### config.mk
export PLATFORM = sky130hd
export DESIGN_NAME = irq_vec_ctrl
export DESIGN_NICKNAME = d
export VERILOG_FILES = /design/src/rtl/ivc_pkg.sv /design/src/rtl/ivc_input_cond.sv /design/src/rtl/ivc_regs.sv /design/src/rtl/ivc_lowest.sv /design/src/rtl/irq_vec_ctrl.sv
export SDC_FILE = /design/constraint.sdc
export NUM_CORES = 1
export LEC_CHECK = 0
export CAP_MARGIN = 5
export CELL_PAD_IN_SITES_DETAIL_PLACEMENT = 0
export CELL_PAD_IN_SITES_GLOBAL_PLACEMENT = 1
export CORE_AREA = 2 2 164 166
export DETAILED_ROUTE_END_ITERATION = 8
export DIE_AREA = 0 0 166 168
export PLACE_DENSITY = 0.69
export REMOVE_ABC_BUFFERS = 1
export SKIP_LAST_GASP = 1
export SLEW_MARGIN = 20
export SYNTH_ARGS = -nofsm -noshare
export SYNTH_HDL_FRONTEND = slang
export SYNTH_SLANG_ARGS = --single-unit
### constraint.sdc
create_clock -name clk -period 1.75 [get_ports clk]
set_input_delay 0.35 -clock clk [delete_from_list [all_inputs] [get_ports clk]]
set_output_delay 0.35 -clock clk [all_outputs]
set_load 0.1 [all_outputs]
### src/rtl/ivc_pkg.sv
package ivc_pkg;

   // Word indices of the register map; order is decoded by software
   typedef enum logic [2:0] {
      REG_STATUS = 3'd0,
      REG_PEND   = 3'd1,
      REG_ENA    = 3'd2,
      REG_ACK    = 3'd3,
      REG_SETEN  = 3'd4,
      REG_CLREN  = 3'd5,
      REG_VEC    = 3'd6,
      REG_CTRL   = 3'd7
   } ivc_reg_e;

   localparam int CTRL_W      = 2;
   localparam int CTRL_OUT_EN = 0;
   localparam int CTRL_CAP_EN = 1;
   localparam int MAP_IDX_W   = 3;

endpackage

### src/rtl/ivc_input_cond.sv
module ivc_input_cond #(
   parameter int            NSRC        = 32,
   parameter logic [NSRC-1:0] EDGE_MASK = '0,
   parameter int            SYNC_STAGES = 2
) (
   input  logic            clk,
   input  logic            rst_n,
   input  logic [NSRC-1:0] src_in,
   output logic [NSRC-1:0] hit
);

   localparam int LAST = SYNC_STAGES - 1;

   for (genvar i = 0; i < NSRC; i++) begin : g_src
      logic [SYNC_STAGES-1:0] sync_q;

      always_ff @(posedge clk or negedge rst_n) begin
         if (!rst_n) sync_q <= '0;
         else        sync_q <= {sync_q[SYNC_STAGES-2:0], src_in[i]};
      end

      if (EDGE_MASK[i]) begin : g_edge
         logic prev_q;
         always_ff @(posedge clk or negedge rst_n) begin
            if (!rst_n) prev_q <= 1'b0;
            else        prev_q <= sync_q[LAST];
         end
         assign hit[i] = sync_q[LAST] & ~prev_q;
      end else begin : g_level
         assign hit[i] = sync_q[LAST];
      end
   end

endmodule

### src/rtl/ivc_regs.sv
module ivc_regs
   import ivc_pkg::*;
#(
   parameter int NSRC = 32
) (
   input  logic              clk,
   input  logic              rst_n,
   input  logic              wr_en,
   input  ivc_reg_e          wr_idx,
   input  logic [NSRC-1:0]   wr_bits,
   input  logic [CTRL_W-1:0] wr_ctrl,
   input  logic [NSRC-1:0]   hit,
   output logic [NSRC-1:0]   status_q,
   output logic [NSRC-1:0]   enable_q,
   output logic [CTRL_W-1:0] ctrl_q
);

   logic [NSRC-1:0]   status_d;
   logic [NSRC-1:0]   enable_d;
   logic [CTRL_W-1:0] ctrl_d;
   logic              cap_on;

   assign cap_on = ctrl_q[CTRL_CAP_EN];

   always_comb begin
      status_d = status_q;
      enable_d = enable_q;
      ctrl_d   = ctrl_q;
      if (wr_en) begin
         unique case (wr_idx)
            REG_STATUS: if (!cap_on) status_d = wr_bits;
            REG_ACK:    status_d = status_q & ~wr_bits;
            REG_ENA:    enable_d = wr_bits;
            REG_SETEN:  enable_d = enable_q | wr_bits;
            REG_CLREN:  enable_d = enable_q & ~wr_bits;
            REG_CTRL:   ctrl_d   = wr_ctrl;
            default:    ;
         endcase
      end
      // hardware capture is applied after the software operation
      if (cap_on) status_d = status_d | hit;
   end

   always_ff @(posedge clk or negedge rst_n) begin
      if (!rst_n) begin
         status_q <= '0;
         enable_q <= '0;
         ctrl_q   <= '0;
      end else begin
         status_q <= status_d;
         enable_q <= enable_d;
         ctrl_q   <= ctrl_d;
      end
   end

endmodule

### src/rtl/ivc_lowest.sv
module ivc_lowest #(
   parameter int N  = 32,
   parameter int DW = 32
) (
   input  logic [N-1:0]  vec,
   output logic          found,
   output logic [DW-1:0] idx
);

   always_comb begin
      found = 1'b0;
      idx   = '1;
      for (int i = N - 1; i >= 0; i--) begin
         if (vec[i]) begin
            found = 1'b1;
            idx   = DW'(i);
         end
      end
   end

endmodule

### src/rtl/irq_vec_ctrl.sv
module irq_vec_ctrl
   import ivc_pkg::*;
#(
   parameter int              NSRC        = 32,
   parameter int              DW          = 32,
   parameter int              ADDR_W      = 4,
   parameter int              SYNC_STAGES = 2,
   parameter logic [NSRC-1:0] EDGE_MASK   = 32'hFFFF_0000
) (
   input  logic              clk,
   input  logic              rst_n,
   input  logic [ADDR_W-1:0] reg_addr,
   input  logic              reg_wr,
   input  logic              reg_rd,
   input  logic [DW-1:0]     reg_wdata,
   output logic [DW-1:0]     reg_rdata,
   input  logic [NSRC-1:0]   src_in,
   output logic              irq_out
);

   localparam int HI_W = ADDR_W - MAP_IDX_W;

   if (NSRC < 2 || NSRC > DW) begin : g_bad_nsrc
      $error("irq_vec_ctrl: NSRC must lie in 2..DW");
   end
   if (ADDR_W < MAP_IDX_W) begin : g_bad_addr
      $error("irq_vec_ctrl: ADDR_W must cover the eight-word map");
   end
   if (SYNC_STAGES < 2) begin : g_bad_sync
      $error("irq_vec_ctrl: SYNC_STAGES must be at least 2");
   end

   logic              in_map;
   ivc_reg_e          idx;
   logic [NSRC-1:0]   hit_w;
   logic [NSRC-1:0]   status_w;
   logic [NSRC-1:0]   enable_w;
   logic [CTRL_W-1:0] ctrl_w;
   logic [NSRC-1:0]   pend_w;
   logic              any_pend;
   logic [DW-1:0]     vector_w;
   logic [DW-1:0]     rd_mux;
   logic [DW-1:0]     rdata_q;

   if (HI_W > 0) begin : g_hi
      assign in_map = (reg_addr[ADDR_W-1:MAP_IDX_W] == '0);
   end else begin : g_nohi
      assign in_map = 1'b1;
   end
   assign idx = ivc_reg_e'(reg_addr[MAP_IDX_W-1:0]);

   ivc_input_cond #(
      .NSRC(NSRC), .EDGE_MASK(EDGE_MASK), .SYNC_STAGES(SYNC_STAGES)
   ) u_cond (
      .clk(clk), .rst_n(rst_n), .src_in(src_in), .hit(hit_w)
   );

   ivc_regs #(.NSRC(NSRC)) u_regs (
      .clk      (clk),
      .rst_n    (rst_n),
      .wr_en    (reg_wr & in_map),
      .wr_idx   (idx),
      .wr_bits  (reg_wdata[NSRC-1:0]),
      .wr_ctrl  (reg_wdata[CTRL_W-1:0]),
      .hit      (hit_w),
      .status_q (status_w),
      .enable_q (enable_w),
      .ctrl_q   (ctrl_w)
   );

   assign pend_w = status_w & enable_w;

   ivc_lowest #(.N(NSRC), .DW(DW)) u_low (
      .vec(pend_w), .found(any_pend), .idx(vector_w)
   );

   assign irq_out = ctrl_w[CTRL_OUT_EN] & any_pend;

   always_comb begin
      rd_mux = '0;
      if (in_map) begin
         unique case (idx)
            REG_STATUS: rd_mux[NSRC-1:0]   = status_w;
            REG_PEND:   rd_mux[NSRC-1:0]   = pend_w;
            REG_ENA:    rd_mux[NSRC-1:0]   = enable_w;
            REG_VEC:    rd_mux             = vector_w;
            REG_CTRL:   rd_mux[CTRL_W-1:0] = ctrl_w;
            default:    rd_mux             = '0;
         endcase
      end
   end

   always_ff @(posedge clk or negedge rst_n) begin
      if (!rst_n)      rdata_q <= '0;
      else if (reg_rd) rdata_q <= rd_mux;
   end

   assign reg_rdata = rdata_q;

endmodule

### Word-level counts from Yosys, hierarchy flattened

Index checks and enable logic that the tools add are counted.

* add/subtract/negate cells: 0
* multiply operators: 0
* divide/modulo/power cells: 0
* magnitude comparators: 0
* equality and inequality tests: 7
* shift-type cells: 0
* muxes and demuxes: 72
* bitwise gates (word level): 41
* reductions and logical operators: 4

Operators with widths (count)
* $mux 32: 36
* $pmux 30 s4: 1
* $and 32x32->32: 3
* $pmux 32 s3: 1
* $or 32x32->32: 2
* $pmux 32 s2: 1
* $mux 1: 32
* $not 32->32: 1
* $and 1x1->1: 18
* $not 1->1: 17
* $eq 3x3->1 const B: 4
* $pmux 2 s5: 1
* $eq 3x2->1 const B: 2
* $reduce_and 2->1: 2
* $eq 3x1->1 const B: 1
* $logic_not 3->1: 1
* $reduce_bool 3->1: 1

* flip-flop bits (word level): 178
* bits in latches: 0
* bits in writable memories: 0
* bits in read-only memories: 0
* input bits: 72
* output and inout bits: 33
* memories: 0

### Logic depth before layout (Yosys ltp)

Gate-level depths: netlist (run 1).

* depth after elaboration: 35
* mapped depth: 7
* mapped depth without buffers: 5

### Cells and area by module

From an unflattened synthesis (run 1), not the netlist that was laid out.

* cells, all modules: 824
* area, all modules: 8658.3 um2

Modules (own cells, without submodules)
* ivc_regs: instances 1, cells an instance 361, area each 3557.2 um2
* ivc_input_cond: instances 1, cells an instance 112, area each 2342.2 um2
* irq_vec_ctrl: instances 1, cells an instance 258, area each 2194.6 um2
* ivc_lowest: instances 1, cells an instance 93, area each 564.3 um2

### Worst setup path after synthesis (run 1)

OpenSTA, ideal clock, no wires.

* path kind: register to output
* start: register u_regs.status_q[15]
* end: output port irq_out
* data arrival time: 2.425 ns
* path slack: -1.025 ns
* cell stages (with the launch flop): 5
* buffers on the path: 0
* path through: dfrtp_1 nand2_1 and3_1 and3b_2 a31oi_1

* cells in the longest elaborated chain, start to end: 18

RTL lines
* start, declared: line ivc_regs.sv:13 `output logic [NSRC-1:0] status_q,`
* start signal, assigned: line ivc_regs.sv:50 `status_q <= status_d;`
* $and 32x32->32: line irq_vec_ctrl.sv:71 `assign pend_w = status_w & enable_w;`
* $mux 1 (16 in series): line ivc_lowest.sv:14 `if (vec[i]) begin`
* $and 1x1->1: line irq_vec_ctrl.sv:77 `assign irq_out = ctrl_w[CTRL_OUT_EN] & any_pend;`
* end, declared: line irq_vec_ctrl.sv:18 `output logic irq_out`

No other way between the ends.

### Worst setup path in the final report (run 1)

* start: register u_regs.enable_q[7]
* end: output port irq_out

* cells in the longest elaborated chain, start to end: 10

RTL lines
* start, declared: line ivc_regs.sv:14 `output logic [NSRC-1:0] enable_q,`
* start signal, assigned: line ivc_regs.sv:51 `enable_q <= enable_d;`
* $and 32x32->32: line irq_vec_ctrl.sv:71
* $mux 1 (8 in series): line ivc_lowest.sv:14
* $and 1x1->1: line irq_vec_ctrl.sv:77

No other way between the ends.

==> flow_metrics.tcl, run 1 <==
set metrics [dict create \
    status "complete, but fails checks" \
    violations "setup timing" \
    maxCapViolations 0 \
    max_freq_ghz 0.452 \
    maxSlewViolCount 0 \
    combPwrFrac_pct 27.3 \
    seqPwrFrac_pct 38.5 \
    clockRootBuffer "clkbuf_16" \
    start_kind "register" \
    post-route-min-period_ps 2210 \
    grt-ovfl-total 0 \
    routed-via-count 6886 \
    die-area_sq_um 27900 \
    n_antenna_cell 0 \
    setup_viol 1 \
    internal-power_uw 8520 \
    critPathCaptureType "primary output" \
    cts-buffers-inserted 17 \
    min_path_cells 1 \
    wl_per_cell_um 18.5 \
    dp_slack_ps -558 \
    final_area_sq_um 11600 \
    arrival_ps 1860 \
    initial_core_util_pct 30.4 \
    final_nets 1044 \
    synth_edf_count 0 \
    dp_hpwl_um 17600 \
    grt_max_degree 52 \
    rsz0062_at_grt "yes" \
    pwr-share-clk_pct 34.2 \
    swShare_pct 31.7 \
    cpPeakStageDelay_ps 390 \
    crit_fanout 2 \
    drcViolationCount 0 \
    drtIter0Drc 559 \
    rows 60 \
    clock_path_buffers 2 \
    synth_ff_type "dfrtp_1" \
    avgSynthCellArea_sq_um 10.7 \
    ys_seq_elements 178 \
    min_path_type "input port to register" \
    grt_pass1_wl_um 40000 \
    drive_gt1_share_pct 28.6 \
    drtPass1Iterations 5 \
    die_w_um 166 \
    yosys_warnings 0 \
    cts_tree "built" \
    ant_nets 0 \
    fill_cells 2472 \
    layout_setup_ws_ps -462 \
    clock-sinks 178 \
    cpMaxStageDelayCell "dfrtp_1" \
    worstMarginPinSlew_ps 547 \
    synth.cell_area_sq_um 8020 \
    die-height_um 168 \
    port_buffers 104 \
    crit_chain "a22oi_2, and3_1, and3b_2, a31oi_4, buf_12" \
    place.gp.congestion 0.860 \
    skew_ps 11.1 \
    ir_drop_uv 548 \
    viasPerCell 5.19 \
    r2r_cells 7 \
    clk_latency_ps 440 \
    required_ps 1400 \
    synth-seq-area-share_pct 55.6 \
    area_delta_synth_final_pct 44.4 \
    ios 105 \
    power.switching_uw 3950 \
    syn_inst 752 \
    coreArea_sq_um 26400 \
    gr-usage-all-layers_pct 18.2 \
    dpl-instance-area_sq_um 10800 \
    setup_tns_ps -462 \
    htreeDepth 4 \
    timing.final.crit_share_pct 126 \
    first_global_vias 7048 \
    p_per_area_nw_per_um2 1080 \
    hold_viol 0 \
    clk_pin_slew_ps 70 \
    synth-async-reset-ratio_pct 100 \
    antenna_found_initial 0 \
    max_slew_margin_pct 63.5 \
    worstSetupPathType "register to primary output" \
    p_leak_uw 0.00502 \
    wl_um 24600 \
    synth.distinct_cells 51 \
]
## routing by layer
layer | routed length (um) | GRT usage [%]
met1 | 11300 | 24.9
met2 | 11600 | 29.1
met3 | 1020 | 3.50
met4 | 565 | 6.20
met5 | 0 | 0
## logic make-up (layout without fill, tap and decap cells)
logic type | Yosys count | count (layout) | synth area share [%]
flip-flops | 178 | 178 | 55.6
buffers and inverters | 100 | 333 | 5.79
AO/OA/AOI/OAI | 321 | 321 | 29.8
AND/OR/NAND/NOR | 153 | 153 | 8.87
## registers in the layout, indices dropped and copies added (netlist names)
signal / cells
reg_rdata: 32
u_regs.enable_q: 32
u_regs.status_q: 32
u_cond.g_src.sync_q: 64
u_regs.ctrl_q: 2
u_cond.g_src.g_edge.prev_q: 16
## synth_stat cells, types with 3 or more instances
master	count	area [sq um]
buf_4	5	37.5
a32o_1	3	30.0
buf_2	20	100
o21ai_0	77	385
a32oi_1	3	26.3
inv_1	51	191
nand2_1	104	390
a31oi_1	4	25.0
nand3_1	8	40.0
nand4_1	4	25.0
o221ai_1	30	263
o211ai_1	6	45.0
nor2b_1	3	18.8
nor2_1	14	52.6
dfrtp_1	178	4450
o211ai_2	30	375
o21ai_1	43	215
clkbuf_1	17	63.8
o221ai_2	13	195
a21oi_1	20	100
buf_6	6	67.6
a22oi_1	77	578
## repair_timing
item,in CTS,in global routing
hold buffers,1,0
setup buffers,1,2
pin swaps,3,1
cloned,0,0
resized for setup,9,7
endpoints found under the hold margin,43,0
endpoints found under the setup margin,6,84
## final cells by class
cell class                 count  area, sq um  area share [%]
sequential                   178         4450            38.5
multi-input combinational    474         3170            27.4
timing repair buffer         250         2690            23.2
tap                          341          427            3.69
clock buffer                  17          425            3.67
clock inverter                15          221            1.91
inverter                      51          191            1.65
## power groups by stage
stage / clock network, uW / registers [uW] / logic, uW
2_1_floorplan: 0 / 5260 / 1110
3_3_place_gp: 0 / 4860 / 3280
3_5_place_dp: 0 / 4860 / 3320
4_1_cts: 4360 / 4800 / 3380
5_1_grt: 4540 / 4850 / 3730
6_report: 4260 / 4800 / 3410
## layout by cell type (no fill, tap or decap), types with 6 or more instances in the layout
cell             instances
dfrtp_1                178
buf_4                  127
nand2_1                103
o21ai_0                 75
a22oi_1                 72
clkdlybuf4s50_1         69
inv_1                   51
buf_12                  50
o21ai_1                 44
o221ai_1                30
o211ai_2                30
a21oi_1                 20
clkbuf_16               17
nor2_1                  14
o221ai_2                13
a22oi_2                  7
nand3_1                  7
o211ai_1                 6
inv_6                    6
## path summary, 6_finish.rpt
check | start | end | slack (ps)
max in group asynchronous | rst_n | u_cond.g_src[4].sync_q[1] | 710
worst min register to register | u_cond.g_src[14].sync_q[0] | u_cond.g_src[14].sync_q[1] | 350
worst max-delay path | u_regs.enable_q[7] | irq_out | -460
worst min-delay path | src_in[9] | u_cond.g_src[9].sync_q[0] | 340
worst max register to register | u_regs.enable_q[7] | reg_rdata[11] | 40
min in group asynchronous | rst_n | u_cond.g_src[25].sync_q[0] | 460
## worst max-delay path: cells and delay by family (launching register included)
family,cells,cell delay (ps)
simple gates,2,460
flops,1,390
compound gates,2,380
buf+inv,1,190
## through the flow
stage | hold slack, ps | utilization [%] | instances | power, uW
finish | 342 | 43.9 | 1326 | 12500
global route | 326 | 43.9 | 1326 | 13100
CTS | 329 | 43.8 | 1324 | 12500
detailed placement | 335 | 41.1 | 1290 | 8180
global placement | 331 | 41.1 | 1290 | 8140
floorplan | 54.4 | - | 703 | 6370
Power figures use the tool's default switching activity.
==> run 2: changes to the inputs <==
GPL_TIMING_DRIVEN = 0   (was unset)
clock period = 2.2 ns   (was 1.75 ns; I/O delays follow)
==> run 2 against run 1 <==
Effect of this change:
- the run still ends with setup timing left
- sequential power is 16% lower
- clock skew hardly changed
- total power is 28% lower
- die area stayed put
- count of clock-buffer cells in the layout is 2 higher
- final cell count is 8.4% lower
- sequential cell count stayed put
- register-to-register slack better by 230 ps
- sequential share of layout area is 4.5 points higher
- global-route usage is 1.6 points lower
- worst setup slack better by 300 ps
- largest power group unchanged
==> flow_metrics.tcl, run 2 (synthesized netlist as in run 1, its figures left out) <==
set metrics [dict create \
    clock-sinks 178 \
    ios 105 \
    dpl.cell_count 1162 \
    rsz0062_at_grt "yes" \
    drcViolationCount 0 \
    total_power_uw 8980 \
    drtPass1Iterations 5 \
    antenna_found_initial 0 \
    setup_viol 1 \
    area_delta_synth_final_pct 29.7 \
    wl_per_cell_um 19.2 \
    worstSetupPathType "register to primary output" \
    clk_latency_ps 430 \
    dpl-instance-area_sq_um 9540 \
    busiest_layer "met2" \
    ant_nets 0 \
    coreArea_sq_um 26400 \
    clockRootBuffer "clkbuf_16" \
    grt-ovfl-total 0 \
    grt_use_met2_pct 26.6 \
    required_ps 1760 \
    min_path_type "register to register" \
    routed-via-count 6404 \
    grt.met1_usage_pct 23.0 \
    critPathCaptureType "primary output" \
    wl_um 23300 \
    place.gp.congestion 0.776 \
    grt_util_met3_pct 3.29 \
    final_area_sq_um 10400 \
    clk_pin_slew_ps 70 \
    rows 60 \
    first_global_vias 6272 \
    internal-power_uw 6020 \
    die-height_um 168 \
    drtIter0Drc 407 \
    n_antenna_cell 0 \
    top_register "u_cond.g_src.sync_q" \
    cp-startpoint "u_regs.status_q[3]" \
    viasPerCell 5.28 \
    maxSlewViolCount 0 \
    hold_viol 0 \
    power.switching_uw 2960 \
    crit_fanout 6 \
    r2r_cells 6 \
    max_freq_ghz 0.424 \
    worstMarginPinSlew_ps 1020 \
    hold_ws_ps 344 \
    ir_drop_uv 377 \
    hold_start "u_cond.g_src[30].sync_q[0]" \
    drive_gt1_share_pct 18.0 \
    largest_reg_flops 64 \
    final_cell_mix "dfrtp_1 (170), nand2_1 (103), o21ai_0 (77)" \
    r2r_start "u_regs.ctrl_q[1]" \
    dp_slack_ps -1030 \
    die_w_um 166 \
    max_slew_margin_pct 32.1 \
    fin_cells 1214 \
    grt_max_degree 79 \
    timing.final.crit_share_pct 107 \
    dp_hpwl_um 15400 \
    die-area_sq_um 27900 \
    skew_ps 10.8 \
    start_kind "register" \
    clock_path_buffers 2 \
    gr-usage-all-layers_pct 16.6 \
    cts_tree "built" \
    htreeDepth 4 \
    layout_setup_ws_ps -161 \
    initial_core_util_pct 30.4 \
    p_per_area_nw_per_um2 863 \
    final_common_cell "dfrtp_1" \
    maxCapViolations 0 \
    cts-buffers-inserted 17 \
    post-route-min-period_ps 2360 \
    seqPwrFrac_pct 45.1 \
    port_buffers 104 \
    arrival_ps 1920 \
    p_leak_uw 0.00448 \
    swShare_pct 32.9 \
    combPwrFrac_pct 21.3 \
    status "complete, but fails checks" \
    final_nets 932 \
    violations "setup timing" \
    grt_pass1_wl_um 36500 \
    min_path_cells 0 \
    pwr-share-clk_pct 33.5 \
]
[run 2: cell types whose count changed in the layout (fill, tap and decap cells not counted), moves of 3 or more]
| cell | previous run | this run |
|---|---|---|
| bufinv_16 | 4 | 1 |
| buf_4 | 127 | 15 |
| a22oi_1 | 72 | 68 |
| dlygate4sd2_1 | 0 | 33 |
| clkdlybuf4s50_1 | 69 | 66 |
| buf_16 | 0 | 8 |
| dfrtp_2 | 0 | 8 |
| dfrtp_1 | 178 | 170 |
| a22oi_2 | 7 | 11 |
| buf_12 | 50 | 6 |
[run 2: worst max-delay path: stages, from the launching register on]
cell,delay [ps]
dfrtp_1,450
a22oi_2,280
nand2_1,170
nor3_4,260
a31oi_4,140
buf_12,190
[run 2: power groups by stage]
stage | logic [uW] | clock network [uW] | registers, uW
finish | 1920 | 3010 | 4050
global route | 2090 | 3220 | 4120
floorplan | 884 | 0 | 4180
CTS | 1790 | 3080 | 4030
detailed placement | 1780 | 0 | 4080
global placement | 1650 | 0 | 4110
[run 2: final cells by class]
class                   count  area (sq um)
clock buffers              19           453
clock inverters            13           125
fillers                  2611         16000
inverters                  51           191
multi-input cells         476          3250
flip-flops and latches    178          4460
well taps                 341           427
repair buffers            136          1490
[run 2: timing repair]
action | 4_1_cts | 5_1_grt
endpoints found under the hold margin | 49 | 0
buffers inserted | 3 | 14
pin swaps | 4 | 9
endpoints found under the setup margin | 126 | 57
hold buffers | 1 | 0
cloned | 1 | 1
gates resized for setup | 51 | 23
[run 2: per-stage QoR]
stage | TNS, ps | util (%)
global route | -229 | 39.5
floorplan | -16220 | -
finish | -161 | 39.5
detailed placement | -65540 | 36.2
CTS | -671 | 38.6
global placement | -1529180 | 35.0
[run 2: path summary, 6_finish.rpt]
| kind | slack [ps] | to |
|---|---|---|
| setup / recovery | -160 | irq_out |
| hold / removal | 340 | u_cond.g_src[30].sync_q[1] |
| setup reg to reg | 270 | u_regs.status_q[31] |
| hold reg to reg | 340 | u_cond.g_src[30].sync_q[1] |
| max in group asynchronous | 650 | u_regs.enable_q[7] |
| min in group asynchronous | 510 | u_cond.g_src[20].sync_q[0] |
[run 2: routing by layer]
layer / wire (um) / part of all wire [%]
met1: 10700 / 46
met2: 11300 / 48
met3: 999 / 4.3
met4: 330 / 1.4
met5: 0 / 0
==> run 3: changes to the inputs <==
CTS_BUF_LIST = sky130_fd_sc_hd__clkbuf_16   (was unset)
SETUP_SLACK_MARGIN = 0.1   (was unset)
==> run 3 against run 2 <==
Effect of this change:
- the flow still finishes with violations (setup timing)
- worst hold slack better by 3.5 ps
- critical path depth did not move
- first-iteration DRC count is 1.7% lower
- sequential cell count unchanged
- critical endpoint unchanged
==> flow_metrics.tcl, run 3 (synthesized netlist as in run 1, its figures left out) <==
set metrics [dict create \
    status "complete, but fails checks" \
    violations "setup timing" \
    dpl.cell_count 1162 \
    dp_slack_ps -1030 \
    drive_gt1_share_pct 19.1 \
    routed-via-count 6369 \
    total_power_uw 8890 \
    port_buffers 104 \
    post-route-min-period_ps 2360 \
    cpPeakStageDelay_ps 450 \
    die_w_um 166 \
    final_cell_mix "dfrtp_1 (173), nand2_1 (103), o21ai_0 (77)" \
    rows 60 \
    first_global_vias 6379 \
    p_leak_uw 0.00434 \
    start_kind "register" \
    antenna_found_initial 0 \
    drtIter0Drc 400 \
    final_nets 929 \
    crit_family "flip-flops" \
    grt-ovfl-total 0 \
    cts-buffers-inserted 17 \
    clk_latency_ps 440 \
    required_ps 1760 \
    clk_pin_slew_ps 70 \
    critPathCaptureType "primary output" \
    rsz0062_at_grt "yes" \
    dp_hpwl_um 15400 \
    max_freq_ghz 0.423 \
    place.gp.congestion 0.776 \
    wl_per_cell_um 19.2 \
    max_slew_margin_pct 36.0 \
    arrival_ps 1920 \
    initial_core_util_pct 30.4 \
    crit_fanout 6 \
    ir_drop_uv 375 \
    die-area_sq_um 27900 \
    top_register "u_cond.g_src.sync_q" \
    cpMaxStageDelayCell "dfrtp_1" \
    hold_viol 0 \
    largest_reg_flops 64 \
    grt_pass1_wl_um 37000 \
    maxSlewViolCount 0 \
    cts_tree "built" \
    final_common_cell "dfrtp_1" \
    coreArea_sq_um 26400 \
    crit_buf_inv 1 \
    crit_chain "a22oi_2, nand3_2, nor3_4, a31oi_4, buf_6" \
    min_path_type "register to register" \
    layout_setup_ws_ps -162 \
    worstSetupPathType "register to primary output" \
    skew_ps 9.06 \
    timing.final.crit_share_pct 107 \
    fill_cells 2605 \
    htreeDepth 4 \
    wl_um 23200 \
    hold_ws_ps 348 \
    setup_viol 1 \
    clockRootBuffer "clkbuf_16" \
    clock-sinks 178 \
    fin_cells 1211 \
    viasPerCell 5.26 \
    drcViolationCount 0 \
    worstMarginPinSlew_ps 964 \
    gr-usage-all-layers_pct 16.8 \
    postLayoutCoreUtil_pct 39.2 \
    p_per_area_nw_per_um2 860 \
    ios 105 \
    n_antenna_cell 0 \
    area_delta_synth_final_pct 28.9 \
    die-height_um 168 \
    maxCapViolations 0 \
    clock_path_buffers 2 \
    grt_max_degree 79 \
    ant_nets 0 \
    drtPass1Iterations 5 \
]
run 3: per-layer routing:
| layer | track usage, % | wire length, um |
|---|---|---|
| met4 | 4.76 | 331 |
| met2 | 26.9 | 11100 |
| met1 | 23.1 | 10900 |
| met3 | 3.57 | 861 |
| met5 | 0 | 0 |
run 3: worst register-to-register path: cells and delay by family (launching register included):
kind	cells	cell delay, ps
compound gates	2	410
buf+inv	1	160
flops	1	460
simple gates	3	830
run 3: what timing repair did:
action	4_1_cts	5_1_grt
gates resized for setup	86	32
hold endpoints to repair	49	0
hold buffers	1	0
pin swaps	12	4
setup endpoints to repair	127	77
setup buffers	9	5
cloned	1	1
run 3: layout make-up:
class                   count  area (sq um)  share of cell area, %
inverters                  51           191                   1.85
multi-input cells         476          3260                   31.6
clock inverters            15           133                   1.28
flip-flops and latches    178          4460                   43.2
clock buffers              17           425                   4.12
well taps                 341           427                   4.13
repair buffers            133          1430                   13.9
run 3: final timing paths:
kind,startpoint,end,slack (ps),depth (start not counted)
worst max-delay path,u_regs.enable_q[25],irq_out,-160,5
worst min-delay path,u_cond.g_src[30].sync_q[0],u_cond.g_src[30].sync_q[1],350,0
worst max register to register,u_regs.status_q[6],reg_rdata[21],250,6
worst min register to register,u_cond.g_src[30].sync_q[0],u_cond.g_src[30].sync_q[1],350,0
max in group asynchronous,rst_n,u_regs.enable_q[6],660,4
min in group asynchronous,rst_n,u_cond.g_src[22].g_edge.prev_q,510,2
run 3: report_power, final:
part	internal, uW	leakage (uW)	total, uW	switching [uW]
Sequential	3600	0.00212	4050	450
Clock	1570	0.000269	2940	1370
Combinational	772	0.00195	1900	1130
run 3: through the flow:
stage / area [sq um] / TNS (ps)
floorplan: 7740 / -16220
global placement: 9210 / -1529180
detailed placement: 9540 / -65540
CTS: 10300 / -395
global route: 10300 / -226
finish: 10300 / -162
